<file path="src/rtl/cdtc_pkg.sv">
package cdtc_pkg;

  // transition-field encodings
  typedef enum logic [1:0] {
    TC_HOLD  = 2'd0,
    TC_SLEEP = 2'd1,
    TC_WAKE  = 2'd2,
    TC_RSVD  = 2'd3
  } tc_mode_e;

  localparam int unsigned STAT_LSB = 4;
  localparam int unsigned DLY_W    = 8;
  localparam int unsigned MAX_CLK  = 8;

  // delay of clock i from a packed byte vector (clock 0 in the low byte)
  function automatic int unsigned dly_at(input logic [MAX_CLK*DLY_W-1:0] v, input int unsigned i);
    return int'(v[i*DLY_W +: DLY_W]);
  endfunction

  // largest delay among the first n clocks
  function automatic int unsigned dly_max(input logic [MAX_CLK*DLY_W-1:0] v, input int unsigned n);
    int unsigned m;
    m = 1;
    for (int unsigned k = 0; k < n; k++) begin
      if (dly_at(v, k) > m) m = dly_at(v, k);
    end
    return m;
  endfunction

  // counter width able to hold value m
  function automatic int unsigned cnt_bits(input int unsigned m);
    return (m < 2) ? 1 : $clog2(m + 1);
  endfunction

  // read word assembly
  function automatic logic [31:0] pack_read(input tc_mode_e mode, input logic [MAX_CLK-1:0] act);
    logic [31:0] w;
    w = '0;
    w[1:0] = mode;
    w[STAT_LSB +: MAX_CLK] = act;
    return w;
  endfunction

endpackage

</file>
<file path="src/rtl/cdtc_mode_reg.sv">
module cdtc_mode_reg
  import cdtc_pkg::*;
(
  input  logic     clk,
  input  logic     rst_n,
  input  logic     wr_en,
  input  logic [1:0] wr_field,
  output tc_mode_e mode_o
);

  tc_mode_e mode_q;
  logic     take_wr;

  assign take_wr = wr_en && (wr_field != TC_RSVD);

  always_ff @(posedge clk) begin
    if (!rst_n)       mode_q <= TC_HOLD;
    else if (take_wr) mode_q <= tc_mode_e'(wr_field);
  end

  assign mode_o = mode_q;

  // reserved code never lands in the field
  assert_rsvd_ignored_R2: assert property (@(posedge clk) disable iff (!rst_n)
    (wr_en && wr_field == TC_RSVD) |=> $stable(mode_o));

  assert_field_loaded_R2: assert property (@(posedge clk) disable iff (!rst_n)
    (wr_en && wr_field != TC_RSVD) |=> (mode_o == $past(wr_field)));

endmodule

</file>
<file path="src/rtl/cdtc_sleep_qual.sv">
module cdtc_sleep_qual
  import cdtc_pkg::*;
#(
  parameter int unsigned N_MOD = 4
)(
  input  tc_mode_e           mode_i,
  input  logic [N_MOD-1:0]   idle_ack_i,
  input  logic [N_MOD-1:0]   keep_req_i,
  output logic               sleep_go_o
);

  logic all_idle;
  logic any_keep;

  assign all_idle   = &idle_ack_i;
  assign any_keep   = |keep_req_i;
  assign sleep_go_o = (mode_i == TC_SLEEP) && all_idle && !any_keep;

endmodule

</file>
<file path="src/rtl/cdtc_wake_seq.sv">
module cdtc_wake_seq
  import cdtc_pkg::*;
#(
  parameter int unsigned N_CLK = 3,
  parameter logic [MAX_CLK*DLY_W-1:0] DLY_VEC = 64'h0C_07_03
)(
  input  logic             clk,
  input  logic             rst_n,
  input  tc_mode_e         mode_i,
  input  logic             sleep_go_i,
  output logic [N_CLK-1:0] active_o
);

  localparam int unsigned MAXD = dly_max(DLY_VEC, N_CLK);
  localparam int unsigned CW   = cnt_bits(MAXD);

  logic [CW-1:0]    cnt_q, cnt_d;
  logic             wake_on;
  logic             cnt_sat;
  logic [N_CLK-1:0] wake_hit;
  logic [N_CLK-1:0] active_q;

  assign wake_on = (mode_i == TC_WAKE);
  assign cnt_sat = (cnt_q == CW'(MAXD));

  always_comb begin
    if (!wake_on)     cnt_d = '0;
    else if (cnt_sat) cnt_d = cnt_q;
    else              cnt_d = cnt_q + 1'b1;
  end

  always_ff @(posedge clk) begin
    if (!rst_n) cnt_q <= '0;
    else        cnt_q <= cnt_d;
  end

  for (genvar i = 0; i < N_CLK; i++) begin : g_clk
    localparam int unsigned DLY_I = dly_at(DLY_VEC, i);

    assign wake_hit[i] = wake_on && (32'(cnt_d) >= DLY_I);

    always_ff @(posedge clk) begin
      if (!rst_n)           active_q[i] <= 1'b0;
      else if (sleep_go_i)  active_q[i] <= 1'b0;
      else if (wake_hit[i]) active_q[i] <= 1'b1;
    end

    // a clock only turns on under a wakeup request
    assert_rise_needs_wake_R4: assert property (@(posedge clk) disable iff (!rst_n)
      $rose(active_q[i]) |-> ($past(mode_i) == TC_WAKE));
  end

  assign active_o = active_q;

  assert_cnt_bound_R4: assert property (@(posedge clk) disable iff (!rst_n)
    32'(cnt_q) <= MAXD);

  // a qualified sleep clears every clock
  assert_sleep_clears_R6: assert property (@(posedge clk) disable iff (!rst_n)
    $past(sleep_go_i) |-> (active_q == '0));

  // no clock drops without a qualified sleep
  assert_no_drop_unqualified_R7: assert property (@(posedge clk) disable iff (!rst_n)
    (|($past(active_q) & ~active_q)) |-> $past(sleep_go_i));

endmodule

</file>
<file path="src/rtl/cdtc_top.sv">
module cdtc_top
  import cdtc_pkg::*;
#(
  parameter int unsigned N_CLK = 3,
  parameter int unsigned N_MOD = 4,
  parameter logic [MAX_CLK*DLY_W-1:0] DLY_VEC = 64'h0C_07_03
)(
  input  logic             clk,
  input  logic             rst_n,
  input  logic             wr_en,
  input  logic [31:0]      wr_data,
  input  logic [N_MOD-1:0] idle_ack,
  input  logic [N_MOD-1:0] keep_req,
  output logic [N_CLK-1:0] gate_en,
  output logic [31:0]      rd_data
);

  tc_mode_e         mode;
  logic             sleep_go;
  logic [N_CLK-1:0] active;
  logic [MAX_CLK-1:0] act_wide;
  logic             unused_wr_hi;

  assign unused_wr_hi = ^wr_data[31:2];

  cdtc_mode_reg u_mode (
    .clk      (clk),
    .rst_n    (rst_n),
    .wr_en    (wr_en),
    .wr_field (wr_data[1:0]),
    .mode_o   (mode)
  );

  cdtc_sleep_qual #(.N_MOD(N_MOD)) u_qual (
    .mode_i     (mode),
    .idle_ack_i (idle_ack),
    .keep_req_i (keep_req),
    .sleep_go_o (sleep_go)
  );

  cdtc_wake_seq #(.N_CLK(N_CLK), .DLY_VEC(DLY_VEC)) u_seq (
    .clk        (clk),
    .rst_n      (rst_n),
    .mode_i     (mode),
    .sleep_go_i (sleep_go),
    .active_o   (active)
  );

  assign act_wide = MAX_CLK'(active);
  assign gate_en  = active;
  assign rd_data  = pack_read(mode, act_wide);

  // hold mode freezes the enables
  assert_hold_freezes_R8: assert property (@(posedge clk) disable iff (!rst_n)
    ($past(mode) == TC_HOLD) |-> $stable(gate_en));

  // bits 3:2 always read zero
  assert_gap_zero_R9: assert property (@(posedge clk) disable iff (!rst_n)
    rd_data[3:2] == 2'b00);

endmodule

</file>
<file path="config.mk">
export PLATFORM = sky130hd
export DESIGN_NAME = cdtc_top
export DESIGN_NICKNAME = d
export VERILOG_FILES = /design/src/rtl/cdtc_pkg.sv /design/src/rtl/cdtc_mode_reg.sv /design/src/rtl/cdtc_sleep_qual.sv /design/src/rtl/cdtc_wake_seq.sv /design/src/rtl/cdtc_top.sv
export SDC_FILE = /design/constraint.sdc
export NUM_CORES = 1
export LEC_CHECK = 0
export BUFFER_PORTS_ARGS = -buffer_cell sky130_fd_sc_hd__buf_4
export CELL_PAD_IN_SITES_DETAIL_PLACEMENT = 0
export CELL_PAD_IN_SITES_GLOBAL_PLACEMENT = 1
export CORE_ASPECT_RATIO = 1.2
export CORE_MARGIN = 3
export CORE_UTILIZATION = 18
export DETAILED_ROUTE_END_ITERATION = 10
export PLACE_DENSITY = 0.73
export SLEW_MARGIN = 10
export SYNTH_ARGS = -nofsm -noshare
export SYNTH_HDL_FRONTEND = slang
export SYNTH_SLANG_ARGS = --single-unit
</file>
<file path="constraint.sdc">
create_clock -name clk -period 1.5 [get_ports clk]
set_clock_uncertainty 0.1 [all_clocks]
set_input_delay 0.15 -clock clk [delete_from_list [all_inputs] [get_ports clk]]
set_output_delay 0.15 -clock clk [all_outputs]
set_load 0.005 [all_outputs]
</file>
==> metrics.txt, run 1 <==
result of the run finished clean; R2R Setup Slk 100 ps; ys flop type dfxtp_1; antenna diode count 0; maximum level of the CTS H-tree 1; worst-path maximum fanout 4; proportion of netlist area held by the largest area contributor 34.5%; HPWL Detailed 1060 um; Antenna Violating Nets Remaining 0; Num CTS Buffers 3; Cell Pwr Density 747 mW/mm^2; number of sinks on the clock net 9; Die Span X 60.9 um; clock transition time at the flip-flop clock pins of the worst setup and hold paths 50 ps; share of synthesized registers carrying an async set or reset 0%; cell area after synthesis 652 um^2; post-synthesis average cell area 8.69 um^2; time the worst path needs with I/O delays and setup 1400 ps; CTS tree done; P&R area growth vs syn 24.2%; Ys Warns 0; Placeable Area 0.00340 mm^2; Clk Latency, worst-skew pair 240 ps; number of nets in the finished design 144; synthesized flop and latch total 9; root buffer cell clkbuf_8; number of instances on the worst hold path 2; num ports 78; peak supply drop 0.387 mV; Worst R2R End u_seq.active_o[0]; fmax 716 MHz; launch point of the worst reg-to-reg path u_seq.cnt_q[1]; total leakage power 0.406 nW; setup repair after global routing missed its margin false; crit path launch u_seq.cnt_q[1]; most common cell in the synthesized netlist buf_4; dpl ws 20.6 ps; period utilization 93.2%; maximum number of pins on one net before global-route repair 8; vias per cell 3.81; cell taking the most area after synthesis buf_4; vias in the first global route 468; maximum count of clock buffers along a single path 2; synthesized instance count 75; sum of overflow across all layers after global routing 0; cell types with the largest area share after synthesis buf_4 35%, dfxtp_1 28%, ha_1 3.8%; height of the chip 71.9 um; post-route setup TNS 0 ps; Max-cap violations 0; Final WS setup 102 ps; overall fraction of global-route tracks in use 6.01%; effective utilization at floorplan 19.2%; WS Path Type flip-flop to flip-flop; Vias 514; number of fillers in the final layout 385; final-report hold violation count 0; count of unresolved DRC violations after routing 0; class of the tightest hold or removal check input pin to flip-flop; sequential element share of the synthesized area 27.6%; final weighted congestion of routability-driven global placement 0.626; wire length of the first global-routing pass 1950 um; initial antenna violation count 0; die area 0.00438 mm^2; Worst setup endpoint u_seq.active_o[0]; TritonRoute pass-1 iters 2; CP required 1520 ps; crit path DAT 1410 ps; Final Max Slew Viols 0; fraction of layout cells with a size suffix above 1 39.8%; most numerous cell types in the synthesized netlist 30 x buf_4, 9 x dfxtp_1, 5 x nor2_1; routed length per placed instance 9.32 um; kind of launch point of the worst setup path flip-flop; total length of routed wires 1260 um; Rows 23; # port buffers 20; Finish-stage setup viols 0; count of routing violations after the opening detailed-route iteration 5; CP Capture Type flip-flop; Cell variety after synth 23; EDFF count, synth 0; Worst Reg-to-Reg Cells 6
[kinds of logic (layout without fill, tap and decap cells)]
group / count (synthesis) / after routing / synth area share, %
AOI/OAI and AO/OA: 12 / 12 / 13.6
xor gates and xnor gates: 1 / 1 / 2.50
adders and majority gates: 2 / 2 / 3.84
buffers and inverters: 33 / 30 / 36.3
DFF: 9 / 9 / 27.6
other: 1 / 27 / 0.575
and+or+nand+nor: 17 / 17 / 15.5
[power breakdown]
part	internal (mW)	total [mW]	switching, mW
clock network	0.181	0.281	0.0999
logic	0.0372	0.0741	0.0370
registers	0.244	0.249	0.00491
[cell usage in the layout, fill, tap and decap left out, drive strengths merged]
cell type  count
xnor2          1
and3           3
dfxtp          9
a31o           1
a21boi         1
nand2b         1
a31oi          1
ha             2
and2           1
o221a          2
nor2b          1
buf           23
clkinv         1
nor4           1
clkbuf         3
inv            3
nor2           5
nand4          1
nand4b         1
o211a          1
nand3          3
a21oi          5
o21ai          1
conb          27
[worst max-delay path: stages, from the launching register on]
cell	delay (ps)
dfxtp_2	330
inv_1	50
ha_2	190
nand2b_4	140
o211a_4	250
a31oi_1	140
a21oi_1	90
[what timing repair did]
action | 4_1_cts | 5_1_grt
endpoints found under the hold margin | 0 | 0
setup endpoints to repair | 0 | 4
hold buffers | 0 | 0
setup buffers | 0 | 1
gates resized for setup | 0 | 5
[registers in the layout (all words and copies together), names as in the netlist]
name,count
u_seq.cnt_q,4
u_seq.active_o,3
u_mode.mode_o,2
[worst min-delay path by stage]
stage	start	to	slack, ps
3_5_place_dp	rst_n	u_seq.cnt_q[3]	330
6_report	rst_n	u_seq.cnt_q[3]	90
3_3_place_gp	rst_n	u_seq.cnt_q[3]	320
5_1_grt	rst_n	u_seq.cnt_q[3]	110
4_1_cts	rst_n	u_seq.cnt_q[3]	90
2_1_floorplan	rst_n	u_seq.cnt_q[3]	190
[stage by stage]
| stage | total power [mW] | area [um^2] | hold slack, ps | util (%) | cells |
|---|---|---|---|---|---|
| 2_1_floorplan | 0.337 | 749 | 186 | - | 101 |
| 3_3_place_gp | 0.322 | 736 | 321 | 21.7 | 130 |
| 3_5_place_dp | 0.325 | 736 | 335 | 21.7 | 130 |
| 4_1_cts | 0.607 | 782 | 90.5 | 23.0 | 134 |
| 5_1_grt | 0.631 | 810 | 107 | 23.8 | 135 |
| 6_report | 0.605 | 810 | 90.1 | 23.8 | 135 |
[per-layer routing]
metal | GRT usage [%] | routed length (um)
met1 | 6.21 | 399
met2 | 10.5 | 689
met3 | 0.534 | 129
met4 | 5.06 | 40
met5 | 0 | 0
[area by class of cell]
class                      instances  area, um^2  area share, %
multi-input combinational         59         350           43.3
inverter                           3        11.3           1.39
clock buffer                       3        41.3           5.10
tap                               37        46.3           5.72
timing repair buffer              23         173           21.3
sequential                         9         183           22.6
clock inverter                     1        5.00          0.618
Power figures use the tool's default switching activity.
==> run 2, diff against run 1 <==
--- a/config.mk
+++ b/config.mk
@@ -6,13 +6,13 @@
 export NUM_CORES = 1
 export LEC_CHECK = 0
 export BUFFER_PORTS_ARGS = -buffer_cell sky130_fd_sc_hd__buf_4
-export CELL_PAD_IN_SITES_DETAIL_PLACEMENT = 0
-export CELL_PAD_IN_SITES_GLOBAL_PLACEMENT = 1
+export CELL_PAD_IN_SITES_DETAIL_PLACEMENT = 2
+export CELL_PAD_IN_SITES_GLOBAL_PLACEMENT = 2
 export CORE_ASPECT_RATIO = 1.2
 export CORE_MARGIN = 3
-export CORE_UTILIZATION = 18
+export CORE_UTILIZATION = 13
 export DETAILED_ROUTE_END_ITERATION = 10
-export PLACE_DENSITY = 0.73
+export PLACE_DENSITY = 0.72
 export SLEW_MARGIN = 10
 export SYNTH_ARGS = -nofsm -noshare
 export SYNTH_HDL_FRONTEND = slang
==> metrics.txt, run 2 (synthesized netlist as in run 1, its figures left out) <==
die area 0.00590 mm^2 (+35%); setup repair after global routing missed its margin false; leading cell types in the layout, fill and taps excluded 27 x conb_1, 23 x buf_4, 7 x dfxtp_1; WS Path Type flip-flop to flip-flop; fraction of layout cells with a size suffix above 1 39.8% (unchanged); height of the chip 83.6 um (+16%); maximum count of clock buffers along a single path 2 (unchanged); Finish-stage setup viols 0 (unchanged); Antenna Violating Nets Remaining 0 (unchanged); fmax 691 MHz (-3.5%); net switching power 0.141 mW (-0.21%); metal1 wirelength 514 um (+29%); highest signal layer in the routed design met4; met2 wire length 984 um (+43%); dpl ws -3.71 ps (-24.3 ps); maximum number of pins on one net before global-route repair 8 (unchanged); Final Max Slew Viols 0 (unchanged); Comb power frac 12.6% (+0.3 points); wire length of the first global-routing pass 2560 um (+32%); time the worst path needs with I/O delays and setup 1450 ps (+50.0 ps); kind of launch point of the worst setup path flip-flop; flip-flop count of the largest register, all copies and words added 4 (unchanged); final-report hold violation count 0 (unchanged); Internal Dissipation 0.467 mW (+0.96%); final core utilization 17.8% (-6.1 points); register with the most flip-flops u_seq.cnt_q; result of the run finished clean; post-place instance area 762 um^2 (+3.6%); count of unresolved DRC violations after routing 0 (unchanged); final weighted congestion of routability-driven global placement 0.733 (+17%); worst hold slack 97.6 ps (+7.48 ps); initial antenna violation count 0 (unchanged); part of the power in the clock network 46.3% (-0.2 points); root buffer cell clkbuf_8; routed length per placed instance 10.7 um (+15%); Routed met3 length 139 um (+7.8%); count of routing violations after the opening detailed-route iteration 2 (-3); Non-Filler Cell Area, Final 841 um^2 (+3.9%); CP bufs+invs 1 (unchanged); vias in the first global route 576 (+23%); Seq pwr share 41.0% (-0.2 points); total leakage power 0.404 nW (-0.54%); Cell Pwr Density 724 mW/mm^2 (-3.1%); worst-path maximum fanout 4 (unchanged); CTS tree done; number of nets in the finished design 144 (unchanged); Num CTS Buffers 3 (unchanged); crit path DAT 1460 ps (+50 ps); period utilization 96.5% (+3.3 points); vias per cell 3.35 (-12%); antenna diode count 0 (unchanged); Final WS setup 52.4 ps (-50.0 ps); Max-cap violations 0 (unchanged); peak supply drop 0.394 mV (+1.7%); Rows 27 (+17%); HPWL Detailed 1430 um (+35%); switching share of power 23.2% (-0.21 points); total length of routed wires 1680 um (+33%); slowest CP cell dfxtp_2; class of the tightest hold or removal check input pin to flip-flop; ordered cell list for the critical path inv_1 > ha_2 > nand2b_4 > o211a_4 > a31oi_2 > a21oi_1; P&R area growth vs syn 29.0%; maximum level of the CTS H-tree 1 (unchanged); effective utilization at floorplan 13.8% (-5.4 points); TritonRoute pass-1 iters 4 (+2); CP required 1510 ps (about the same); # port buffers 20 (unchanged); sum of overflow across all layers after global routing 0 (unchanged); number of sinks on the clock net 9 (unchanged); overall fraction of global-route tracks in use 5.46% (-0.55 points); Placeable Area 0.00473 mm^2 (+39%); Die Span X 70.6 um (+16%); num ports 78 (unchanged); clock transition time at the flip-flop clock pins of the worst setup and hold paths 50 ps (about the same); category of cells accounting for the largest share of critical-path delay compound AO/OA/AOI/OAI gates; CP Capture Type flip-flop; Vias 522 (+1.6%); worst stage delay on the critical path 350 ps (+20 ps); commonest non-fill, non-tap cell in the layout conb_1; Clk Latency, worst-skew pair 240 ps (about the same)
run 2: final timing paths:
path | from | to | slack, ps | cells after the start
worst min-delay path | rst_n | u_seq.cnt_q[0] | 100 | 2
worst min register to register | u_seq.active_o[2] | u_seq.active_o[2] | 440 | 2
worst max-delay path | u_seq.cnt_q[1] | u_seq.active_o[0] | 50 | 6
worst max register to register | u_seq.cnt_q[1] | u_seq.active_o[0] | 50 | 6
run 2: metal layers:
layer  track usage (%)  vias to the layer above
met2              11.8                       31
met4              3.08                        0
li1                  -                      243
met5                 0                        -
met3              1.20                        3
met1              4.10                      245
run 2: power by group through the flow:
stage          registers, mW  clock network [mW]  logic [mW]
2_1_floorplan          0.253                   0      0.0838
3_3_place_gp           0.253                   0      0.0695
3_5_place_dp           0.254                   0      0.0729
4_1_cts                0.250               0.290      0.0730
5_1_grt                0.250               0.302      0.0866
6_report               0.250               0.282      0.0770
run 2: area by class of cell:
cell class	count	area, um^2
fillers	582	3890
multi-input cells	59	357
flip-flops and latches	9	183
repair buffers	23	173
well taps	58	72.6
clock buffers	4	45.0
inverters	3	11.3
run 2: worst reg2reg max path: stages, from the launching register on:
cell,delay [ps]
dfxtp_2,350
inv_1,50
ha_2,190
nand2b_4,140
o211a_4,260
a31oi_2,150
a21oi_1,80
run 2: stage by stage:
step / instances / power (mW) / TNS, ps
after floorplan: 101 / 0.337 / 0
after detailed placement: 151 / 0.327 / -3.71
after CTS: 155 / 0.613 / 0
final: 156 / 0.609 / 0
after global routing: 156 / 0.639 / 0
after global placement: 151 / 0.323 / 0
run 2: what timing repair did:
item                                    4_1_cts  5_1_grt
buffers inserted                              0        1
pin swaps                                     0        3
endpoints found under the setup margin        1        3
gates resized for setup                       1        5
hold buffers                                  0        0
